[config.mk]
export PLATFORM = sky130hd
export DESIGN_NAME = xfer_core
export DESIGN_NICKNAME = d
export VERILOG_FILES = /design/src/rtl/xfer_pkg.sv /design/src/rtl/xfer_decode.sv /design/src/rtl/xfer_ptr_bank.sv /design/src/rtl/xfer_src_mux.sv /design/src/rtl/xfer_pc.sv /design/src/rtl/xfer_core.sv
export SDC_FILE = /design/constraint.sdc
export NUM_CORES = 1
export LEC_CHECK = 0
export BUFFER_PORTS_ARGS = -buffer_cell sky130_fd_sc_hd__buf_2
export CORE_MARGIN = 2
export CORE_UTILIZATION = 35
export DETAILED_ROUTE_END_ITERATION = 12
export GPL_TIMING_DRIVEN = 0
export SLEW_MARGIN = 20
export SYNTH_ARGS = -nofsm -noshare
export SYNTH_HDL_FRONTEND = slang
export SYNTH_HIERARCHICAL = 1
export SYNTH_SLANG_ARGS = --single-unit
[constraint.sdc]
create_clock -name clk -period 3.5 [get_ports clk]
set_input_delay 0.525 -clock clk [delete_from_list [all_inputs] [get_ports clk]]
set_output_delay 0.525 -clock clk [all_outputs]
set_load 0.005 [all_outputs]
[src/rtl/xfer_pkg.sv]
package xfer_pkg;
  localparam int DW      = 8;
  localparam int INSTR_W = 13;
  localparam int DST_W   = 4;
  localparam int SRC_W   = 8;

  // destination codes
  localparam logic [DST_W-1:0] D_BR_LO  = 4'd0;
  localparam logic [DST_W-1:0] D_BR_HI  = 4'd1;
  localparam logic [DST_W-1:0] D_BRZ    = 4'd2;
  localparam logic [DST_W-1:0] D_MP_LO  = 4'd3;
  localparam logic [DST_W-1:0] D_MP_HI  = 4'd5;
  localparam logic [DST_W-1:0] D_ST_HI  = 4'd6;
  localparam logic [DST_W-1:0] D_ST_LO  = 4'd7;
  localparam logic [DST_W-1:0] D_EXT_LO = 4'd8;
  localparam logic [DST_W-1:0] D_EXT_HI = 4'd14;
  localparam logic [DST_W-1:0] D_NOP    = 4'd15;

  // source codes
  localparam logic [SRC_W-1:0] S_ZERO   = 8'd0;
  localparam logic [SRC_W-1:0] S_BR_LO  = 8'd1;
  localparam logic [SRC_W-1:0] S_BR_HI  = 8'd2;
  localparam logic [SRC_W-1:0] S_PC_LO  = 8'd3;
  localparam logic [SRC_W-1:0] S_PC_HI  = 8'd4;
  localparam logic [SRC_W-1:0] S_MP_LO  = 8'd5;
  localparam logic [SRC_W-1:0] S_MP_MID = 8'd6;
  localparam logic [SRC_W-1:0] S_MP_HI  = 8'd7;
  localparam logic [SRC_W-1:0] S_SP_LO  = 8'd8;
  localparam logic [SRC_W-1:0] S_SP_HI  = 8'd9;
  localparam logic [SRC_W-1:0] S_LD_HI  = 8'd10;
  localparam logic [SRC_W-1:0] S_LD_LO  = 8'd11;
  localparam logic [SRC_W-1:0] S_EXT_HI = 8'd40;

  // bit 0 immediate flag, bits 4:1 destination, bits 12:5 source
  typedef struct packed {
    logic [SRC_W-1:0] src;
    logic [DST_W-1:0] dst;
    logic             imm;
  } instr_t;

  function automatic logic [DW-1:0] byte_of16(input logic [15:0] w, input logic hi);
    return hi ? w[15:8] : w[7:0];
  endfunction

  function automatic logic [15:0] pc_advance(input logic [15:0] cur, input logic take,
                                             input logic [15:0] target);
    return take ? target : cur + 16'd1;
  endfunction
endpackage

[src/rtl/xfer_decode.sv]
module xfer_decode
  import xfer_pkg::*;
#(
  parameter int BR_BYTES = 2,
  parameter int MP_BYTES = 3
) (
  input  logic [INSTR_W-1:0]  instr,
  output logic                imm,
  output logic [DST_W-1:0]    dst,
  output logic [SRC_W-1:0]    src,
  output logic                is_brz,
  output logic [BR_BYTES-1:0] br_wr,
  output logic [MP_BYTES-1:0] mp_wr,
  output logic                st_hi,
  output logic                st_lo,
  output logic                ext_wr
);
  instr_t fields;
  assign fields = instr_t'(instr);
  assign imm    = fields.imm;
  assign dst    = fields.dst;
  assign src    = fields.src;
  assign is_brz = (dst == D_BRZ);
  assign st_hi  = (dst == D_ST_HI);
  assign st_lo  = (dst == D_ST_LO);
  assign ext_wr = (dst >= D_EXT_LO) && (dst <= D_EXT_HI);

  for (genvar b = 0; b < BR_BYTES; b++) begin : g_br_dec
    assign br_wr[b] = (dst == D_BR_LO + DST_W'(b));
  end
  for (genvar m = 0; m < MP_BYTES; m++) begin : g_mp_dec
    assign mp_wr[m] = (dst == D_MP_LO + DST_W'(m));
  end
endmodule

[src/rtl/xfer_ptr_bank.sv]
module xfer_ptr_bank #(
  parameter int NBYTES = 2,
  parameter int BW     = 8,
  localparam int TOT_W = NBYTES * BW
) (
  input  logic              clk,
  input  logic              rst_n,
  input  logic [NBYTES-1:0] wr,
  input  logic [BW-1:0]     wdata,
  output logic [TOT_W-1:0]  value
);
  for (genvar b = 0; b < NBYTES; b++) begin : g_byte
    always_ff @(posedge clk or negedge rst_n) begin
      if (!rst_n)     value[b*BW +: BW] <= '0;
      else if (wr[b]) value[b*BW +: BW] <= wdata;
    end
  end
endmodule

[src/rtl/xfer_src_mux.sv]
module xfer_src_mux
  import xfer_pkg::*;
(
  input  logic             imm,
  input  logic [SRC_W-1:0] src,
  input  logic [15:0]      br,
  input  logic [15:0]      pc,
  input  logic [23:0]      mp,
  input  logic [15:0]      sp,
  input  logic [DW-1:0]    ext_data,
  output logic [DW-1:0]    value,
  output logic             ext_rd,
  output logic             ld_hi,
  output logic             ld_lo,
  output logic             undef_src
);
  logic [DW-1:0] sel_val;
  logic          ext_range;

  assign ext_range = (src >= S_LD_HI) && (src <= S_EXT_HI);
  assign ext_rd    = !imm && ext_range;
  assign ld_hi     = !imm && (src == S_LD_HI);
  assign ld_lo     = !imm && (src == S_LD_LO);
  assign undef_src = !imm && (src > S_EXT_HI);

  always_comb begin
    unique case (src)
      S_ZERO:   sel_val = '0;
      S_BR_LO:  sel_val = byte_of16(br, 1'b0);
      S_BR_HI:  sel_val = byte_of16(br, 1'b1);
      S_PC_LO:  sel_val = byte_of16(pc, 1'b0);
      S_PC_HI:  sel_val = byte_of16(pc, 1'b1);
      S_MP_LO:  sel_val = mp[7:0];
      S_MP_MID: sel_val = mp[15:8];
      S_MP_HI:  sel_val = mp[23:16];
      S_SP_LO:  sel_val = byte_of16(sp, 1'b0);
      S_SP_HI:  sel_val = byte_of16(sp, 1'b1);
      default:  sel_val = ext_range ? ext_data : '0;
    endcase
  end

  assign value = imm ? src : sel_val;
endmodule

[src/rtl/xfer_pc.sv]
module xfer_pc
  import xfer_pkg::*;
(
  input  logic        clk,
  input  logic        rst_n,
  input  logic        take,
  input  logic [15:0] target,
  output logic [15:0] pc
);
  always_ff @(posedge clk or negedge rst_n) begin
    if (!rst_n) pc <= '0;
    else        pc <= pc_advance(pc, take, target);
  end
endmodule

[src/rtl/xfer_core.sv]
module xfer_core
  import xfer_pkg::*;
(
  input  logic                clk,
  input  logic                rst_n,
  input  logic [12:0]         instr,
  output logic [15:0]         pc,
  output logic [7:0]          src_sel,
  output logic                src_rd_en,
  input  logic [7:0]          src_data,
  input  logic [15:0]         stack_ptr,
  output logic [3:0]          dst_sel,
  output logic                dst_wr_en,
  output logic [7:0]          mv_data,
  output logic [23:0]         mem_addr,
  output logic                mem_wr_hi,
  output logic                mem_wr_lo,
  output logic                mem_rd_hi,
  output logic                mem_rd_lo
);
  localparam int BR_BYTES = 2;
  localparam int MP_BYTES = 3;

  logic                imm, is_brz, st_hi, st_lo, ext_wr, undef_src, brz_take;
  logic [DST_W-1:0]    dst;
  logic [SRC_W-1:0]    src;
  logic [BR_BYTES-1:0] br_wr;
  logic [MP_BYTES-1:0] mp_wr;
  logic [15:0]         br;
  logic [23:0]         mp;

  xfer_decode #(.BR_BYTES(BR_BYTES), .MP_BYTES(MP_BYTES)) i_dec (
    .instr(instr), .imm(imm), .dst(dst), .src(src), .is_brz(is_brz),
    .br_wr(br_wr), .mp_wr(mp_wr), .st_hi(st_hi), .st_lo(st_lo), .ext_wr(ext_wr)
  );

  xfer_src_mux i_mux (
    .imm(imm), .src(src), .br(br), .pc(pc), .mp(mp), .sp(stack_ptr),
    .ext_data(src_data), .value(mv_data), .ext_rd(src_rd_en),
    .ld_hi(mem_rd_hi), .ld_lo(mem_rd_lo), .undef_src(undef_src)
  );

  xfer_ptr_bank #(.NBYTES(BR_BYTES), .BW(DW)) i_br (
    .clk(clk), .rst_n(rst_n), .wr(br_wr), .wdata(mv_data), .value(br)
  );

  xfer_ptr_bank #(.NBYTES(MP_BYTES), .BW(DW)) i_mp (
    .clk(clk), .rst_n(rst_n), .wr(mp_wr), .wdata(mv_data), .value(mp)
  );

  assign brz_take = is_brz && (mv_data == '0);

  xfer_pc i_pc (
    .clk(clk), .rst_n(rst_n), .take(brz_take), .target(br), .pc(pc)
  );

  assign src_sel   = src;
  assign dst_sel   = dst;
  assign dst_wr_en = ext_wr;
  assign mem_wr_hi = st_hi;
  assign mem_wr_lo = st_lo;
  assign mem_addr  = mp;

  AST_PC_STEP: assert property (@(posedge clk) disable iff (!rst_n)
    !brz_take |=> pc == $past(pc) + 16'd1);
  AST_BRZ_LOAD: assert property (@(posedge clk) disable iff (!rst_n)
    brz_take |=> pc == $past(br));
  AST_IMM_NO_READ: assert property (@(posedge clk) disable iff (!rst_n)
    imm |-> !src_rd_en && !mem_rd_hi && !mem_rd_lo);
  AST_UNDEF_ZERO: assert property (@(posedge clk) disable iff (!rst_n)
    undef_src |-> mv_data == 8'd0 && !src_rd_en);
  AST_NOP_HOLD: assert property (@(posedge clk) disable iff (!rst_n)
    dst == D_NOP |=> $stable(mem_addr) && $stable(br));
  AST_ONE_STROBE: assert property (@(posedge clk) disable iff (!rst_n)
    $onehot0({dst_wr_en, mem_wr_hi, mem_wr_lo, is_brz}));
  AST_EXT_DATA: assert property (@(posedge clk) disable iff (!rst_n)
    src_rd_en |-> mv_data == src_data);
endmodule

==> flow_summary.toml, run 1 <==
[worst_setup_path]
worstPathCellList = "buf_4, buf_2, nor2b_1, a32o_1, o211ai_1, a32oi_1, buf_2"
r2r_slack_ns = 0.29
reg2reg_depth = 9
slowest_delay_ns = 0.86
crit_type = "primary input to primary output"
timing.rr.start = "i_pc/pc[12]$_DFF_PN0_"
cpMaxStageDelayCell = "a32oi_1"
regToRegEndpoint = "i_pc/pc[15]$_DFF_PN0_"
worstSetupEndpointType = "primary output"
cp.arrival_ns = 2.90
crit_cells = 7
critical_path_buf_inv_count = 3
path_delay_family = "compound AO/OA/AOI/OAI gates"
crit_path_start_kind = "primary input"
timing.critical_path.mode_cell = "buf_2"
required_ns = 2.97
critPathMaxFanout = 10

[timing]
rsz0062_at_grt = "false"
final-hold-violation-count = 0
setup_violations = 0
drv_slew = 0
min_period_over_period_pct = 97.7
min_period_ns = 3.42
slew_headroom_pct = 30.5
tightestPinTransition_ns = 1.04
skew_ns = 0.0110
max_freq_mhz = 292

[floorplanning]
die_x_um = 108
io_pins = 105
design.core.area_um2 = 10400
die_y_um = 108
start_util_pct = 36.3
dieArea_um2 = 11600
rows = 37

[clock_tree]
root_buffer = "clkbuf_8"
htreeDepth = 2
tritoncts = "yes"
cts_resized = 5
cts_sinks = 56
ctsHoldBuffers = 0
clkLatencyLatePin_ns = 0.32
clk_pin_slew_ns = 0.11
clk_path_buf_depth = 2
cts-buffers-inserted = 5
cts_setup_buffers = 0

[synthesis]
synth_nets = 377
ys.warnings.count = 6
netlist_area_um2 = 3760
syn-instance-count = 337
synth.avg_cell_area_um2 = 11.2

[placed_design]
port_buffers = 95
dpl.cell_count = 568
placed_area_um2 = 4410
gp_congestion = 0.918
dp_hpwl_um = 8970

[status]
status = "finished clean"

[detailed_routing]
wl_per_cell_um = 20.9
drc = 0
vias = 3202
drtIter0Drc = 231
antenna_left = 0
avgViaCountPerCell = 5.57
routed_wl_um = 12000
firstDrtPassIters = 5

[power_and_ir_drop]
peakVddDrop_mv = 0.192
p_clk_share_pct = 18.1
leakage_nw = 2.03
p_comb_share_pct = 31.0
seqPwrFrac_pct = 50.8
p_switching_mw = 0.721
intPower_mw = 1.30
switching_share_pct = 35.6
power_density_nw_per_um2 = 446

[cells_and_area]
area_growth_syn_to_layout_pct = 20.5
regArea_um2 = 1400
multi_input_area_um2 = 2090
layout.cells.non_filler = 575
stdcell_area_um2 = 4540
diodes = 0
fillCellCount = 1046
nets = 478
drive_gt1_share_pct = 48.1

[global_route]
grt_overflow = 0
track_usage_pct = 21.1
grt_pass1_vias = 3073
grt_start_max_net_pins = 57
antenna_found_initial = 0
grt_pass1_wl_um = 18500

[job]
maxCapViolations = 0

[hold_path]
min_path_type = "primary input to async pin"
## worst max path at each step
stage,slack (ns),startpoint,to
floorplan,0.1,instr[7],i_pc/pc[10]$_DFF_PN0_
global placement,-0.68,instr[7],i_pc/pc[11]$_DFF_PN0_
detailed placement,-0.74,instr[7],i_pc/pc[9]$_DFF_PN0_
CTS,0.05,instr[7],i_pc/pc[9]$_DFF_PN0_
global route,0.01,instr[7],i_pc/pc[10]$_DFF_PN0_
finish,0.08,instr[7],mv_data[5]
## area by class of cell
cell class / count / share of cell area, %
buffer: 33 / 6.09
clock buffer: 5 / 1.52
clock inverter: 3 / 0.469
inverter: 9 / 0.745
multi-input combinational: 238 / 46.0
sequential: 56 / 30.9
tap: 136 / 3.75
timing repair buffer: 95 / 10.5
## power by group through the flow
| stage | combinational (mW) | sequential, mW | clock [mW] |
|---|---|---|---|
| 2_1_floorplan | 0.377 | 0.964 | 0 |
| 3_3_place_gp | 0.617 | 1.03 | 0 |
| 3_5_place_dp | 0.623 | 1.04 | 0 |
| 4_1_cts | 0.629 | 1.03 | 0.384 |
| 5_1_grt | 0.678 | 1.05 | 0.409 |
| 6_report | 0.628 | 1.03 | 0.367 |
## metrics by stage
step / setup WS [ns] / utilization [%] / hold slack [ns] / total power [mW] / setup TNS, ns
6_report: 0.0792 / 43.8 / 0.247 / 2.03 / 0
5_1_grt: 0.0145 / 43.8 / 0.290 / 2.14 / 0
4_1_cts: 0.0494 / 43.5 / 0.272 / 2.04 / 0
3_5_place_dp: -0.740 / 42.5 / 0.524 / 1.66 / -10.39
3_3_place_gp: -0.679 / 42.5 / 0.508 / 1.65 / -9.71
2_1_floorplan: 0.0962 / - / 0.229 / 1.34 / 0
## state kept, by name (all words and copies together), names as in the netlist
register and count:
i_pc/pc 16, i_br/value 16, i_mp/value 24
## worst reg2reg max path: cells and delay by family, from the launching register on
kind | cells | cell delay (ns)
buffers and inverters | 1 | 0.18
AO/OA/AOI/OAI | 2 | 0.51
flip-flops | 1 | 0.47
AND/OR/NAND/NOR | 4 | 1.07
multiplexers | 2 | 0.86
## per-layer routing
| layer | vias up | routed length, µm | GRT usage (%) |
|---|---|---|---|
| met5 | - | 0 | 0 |
| li1 | 1445 | - | - |
| met1 | 1609 | 5760 | 31.1 |
| met2 | 130 | 5320 | 32.3 |
| met4 | 0 | 187 | 4.95 |
| met3 | 18 | 742 | 3.27 |
## placed cells by master, fill, tap and decap left out, types with 2 or more instances in the layout
cell / instances
buf_4: 16
nor4_1: 3
mux2i_1: 11
mux2_2: 6
nor2_2: 2
buf_6: 11
nor2b_1: 9
o21ai_0: 14
a21oi_2: 2
o22ai_1: 2
a22o_1: 2
nor2_1: 11
nand4_1: 2
clkbuf_4: 2
xnor2_1: 9
clkbuf_8: 5
buf_2: 98
nor4_4: 2
xor2_1: 5
o211ai_1: 2
mux2_4: 40
mux4_2: 2
nor4_2: 6
dfrtp_1: 56
nor3_1: 10
a41o_1: 2
a21oi_1: 4
nand2_1: 28
a31oi_1: 5
o21ai_1: 6
a32o_1: 3
a22oi_1: 7
a221oi_1: 3
nand2b_1: 4
inv_1: 9
nand3_1: 7
a32oi_1: 3
Note: power is estimated with default switching activity, not from simulation.
==> run 2: changes to the inputs <==
--- a/config.mk
+++ b/config.mk
@@ -5,7 +5,7 @@
 export SDC_FILE = /design/constraint.sdc
 export NUM_CORES = 1
 export LEC_CHECK = 0
-export BUFFER_PORTS_ARGS = -buffer_cell sky130_fd_sc_hd__buf_2
+export BUFFER_PORTS_ARGS = -buffer_cell sky130_fd_sc_hd__buf_4
 export CORE_MARGIN = 2
 export CORE_UTILIZATION = 35
 export DETAILED_ROUTE_END_ITERATION = 12
==> flow_summary.toml, run 2 (same netlist as run 1, synthesis figures left out) <==
[status]
status = "finished clean"

[detailed_routing]
antenna_left = 0
routed_wl_um = 12300
wl_met2_um = 5650
wl_per_cell_um = 21.4
avgViaCountPerCell = 5.47
drc = 0
wl_met1_um = 5910
drtIter0Drc = 177
firstDrtPassIters = 4
maxUsedRoutingLayer = "met4"
wl_met3_um = 591
vias = 3153

[worst_setup_path]
cp.arrival_ns = 2.89
crit_type = "primary input to primary output"
crit_path_start_kind = "primary input"
regToRegEndpoint = "i_pc/pc[15]$_DFF_PN0_"
worstSetupEndpointType = "primary output"
crit_end = "mv_data[3]"
reg2reg_depth = 9
timing.rr.start = "i_pc/pc[12]$_DFF_PN0_"
critPathMaxFanout = 10
crit_path_start = "instr[7]"
required_ns = 2.97
r2r_slack_ns = 0.19

[power_and_ir_drop]
leakage_nw = 2.09
peakVddDrop_mv = 0.265
power_density_nw_per_um2 = 448
finalPower_mw = 2.14

[clock_tree]
clk_pin_slew_ns = 0.12
tritoncts = "yes"
htreeDepth = 2
clk_path_buf_depth = 2
cts_setup_buffers = 0
cts_sinks = 56
root_buffer = "clkbuf_8"
cts-buffers-inserted = 5
clkLatencyLatePin_ns = 0.32

[placed_design]
port_buffers = 95
dpl.cell_count = 568
dp_hpwl_um = 9130
gp_congestion = 0.913

[global_route]
antenna_found_initial = 0
grt_overflow = 0
track_usage_pct = 21.3
grt_start_max_net_pins = 57
grt_pass1_wl_um = 18600
grt_pass1_vias = 3092

[cells_and_area]
final_common_cell = "buf_4"
fillCellCount = 1009
largest_register_ffs = 24
layout.cells.non_filler = 576
diodes = 0
nets = 479
top_register = "i_mp/value"
top_regs = "i_mp/value (24), i_br/value (16), i_pc/pc (16)"
drive_gt1_share_pct = 48.2
final_cell_mix = "buf_4 (110), dfrtp_1 (56), mux2_4 (40)"
area_growth_syn_to_layout_pct = 27.1

[floorplanning]
die_y_um = 108
design.core.area_um2 = 10400
start_util_pct = 36.3
dieArea_um2 = 11600
die_x_um = 108
io_pins = 105
rows = 37

[timing]
slew_headroom_pct = 27.1
max_freq_mhz = 293
rsz0062_at_grt = "false"
tightestPinTransition_ns = 1.09
setup_violations = 0
drv_slew = 0
finalSetupTns_ns = 0
min_period_ns = 3.42
final-hold-violation-count = 0
min_period_over_period_pct = 97.6
skew_ns = 0.0140

[hold_path]
min_path_type = "primary input to async pin"

[job]
maxCapViolations = 0
run 2: changes by cell type in the layout (fill, tap and decap cells not counted):
cell       before  now
a32oi_1         3    2
a32oi_2         0    1
inv_8           0    1
buf_2          98    4
buf_4          16  110
a2111oi_2       1    2
clkbuf_8        5    6
clkinv_2        1    0
clkbuf_1        0    1
inv_6           1    0
a2111oi_4       1    0
run 2: layout make-up:
class | instances | area [µm²] | share of cell area [%]
Multi-Input combinational cell | 238 | 2080 | 43.5
Sequential cell | 56 | 1400 | 29.3
Timing Repair Buffer | 95 | 713 | 14.9
Buffer | 34 | 280 | 5.86
Tap cell | 136 | 170 | 3.56
Clock buffer | 6 | 82.6 | 1.73
Inverter | 9 | 33.8 | 0.706
Clock inverter | 2 | 18.8 | 0.392
run 2: critical path, cell delays in order:
cell and delay, ns:
buf_4 0.11, buf_2 0.18, o31a_1 0.31, o21ai_0 0.15, o311a_2 0.36, a221oi_1 0.15
a22oi_1 0.85, buf_4 0.25
run 2: report_power, final:
group	internal (mW)	switching (mW)	total [mW]
Combinational	0.436	0.266	0.702
Sequential	0.799	0.238	1.04
Clock	0.166	0.238	0.404
Total	1.40	0.742	2.14
run 2: per-stage QoR:
| step | hold slack (ns) | util, % | instance area (µm²) | setup slack, ns |
|---|---|---|---|---|
| after CTS | 0.280 | 45.9 | 4760 | 0.0932 |
| after detailed placement | 0.522 | 44.8 | 4650 | -0.626 |
| final | 0.254 | 46.1 | 4780 | 0.0834 |
| after global routing | 0.303 | 46.1 | 4780 | 0.0396 |
| after global placement | 0.515 | 44.8 | 4650 | -0.681 |
| after floorplan | 0.229 | - | 3760 | 0.0962 |
run 2: worst min-delay path by stage:
stage	endpoint	cells after the start
floorplan	i_br/value[0]$_DFFE_PN0P_	0
global placement	i_pc/pc[0]$_DFF_PN0_	2
detailed placement	i_pc/pc[0]$_DFF_PN0_	2
CTS	i_mp/value[8]$_DFFE_PN0P_	1
global route	i_mp/value[8]$_DFFE_PN0P_	1
finish	i_mp/value[5]$_DFFE_PN0P_	1
run 2: layer usage:
metal | vias to the layer above | GRT usage [%]
li1 | 1447 | -
met2 | 118 | 33.0
met3 | 10 | 2.42
met1 | 1578 | 32.0
met5 | - | 0
met4 | 0 | 4.40
run 2: timing repair:
| action | CTS | global route |
|---|---|---|
| hold buffers | 0 | 0 |
| gates resized for setup | 5 | 5 |
| pin swaps | 0 | 0 |
| endpoints found under the setup margin | 16 | 14 |
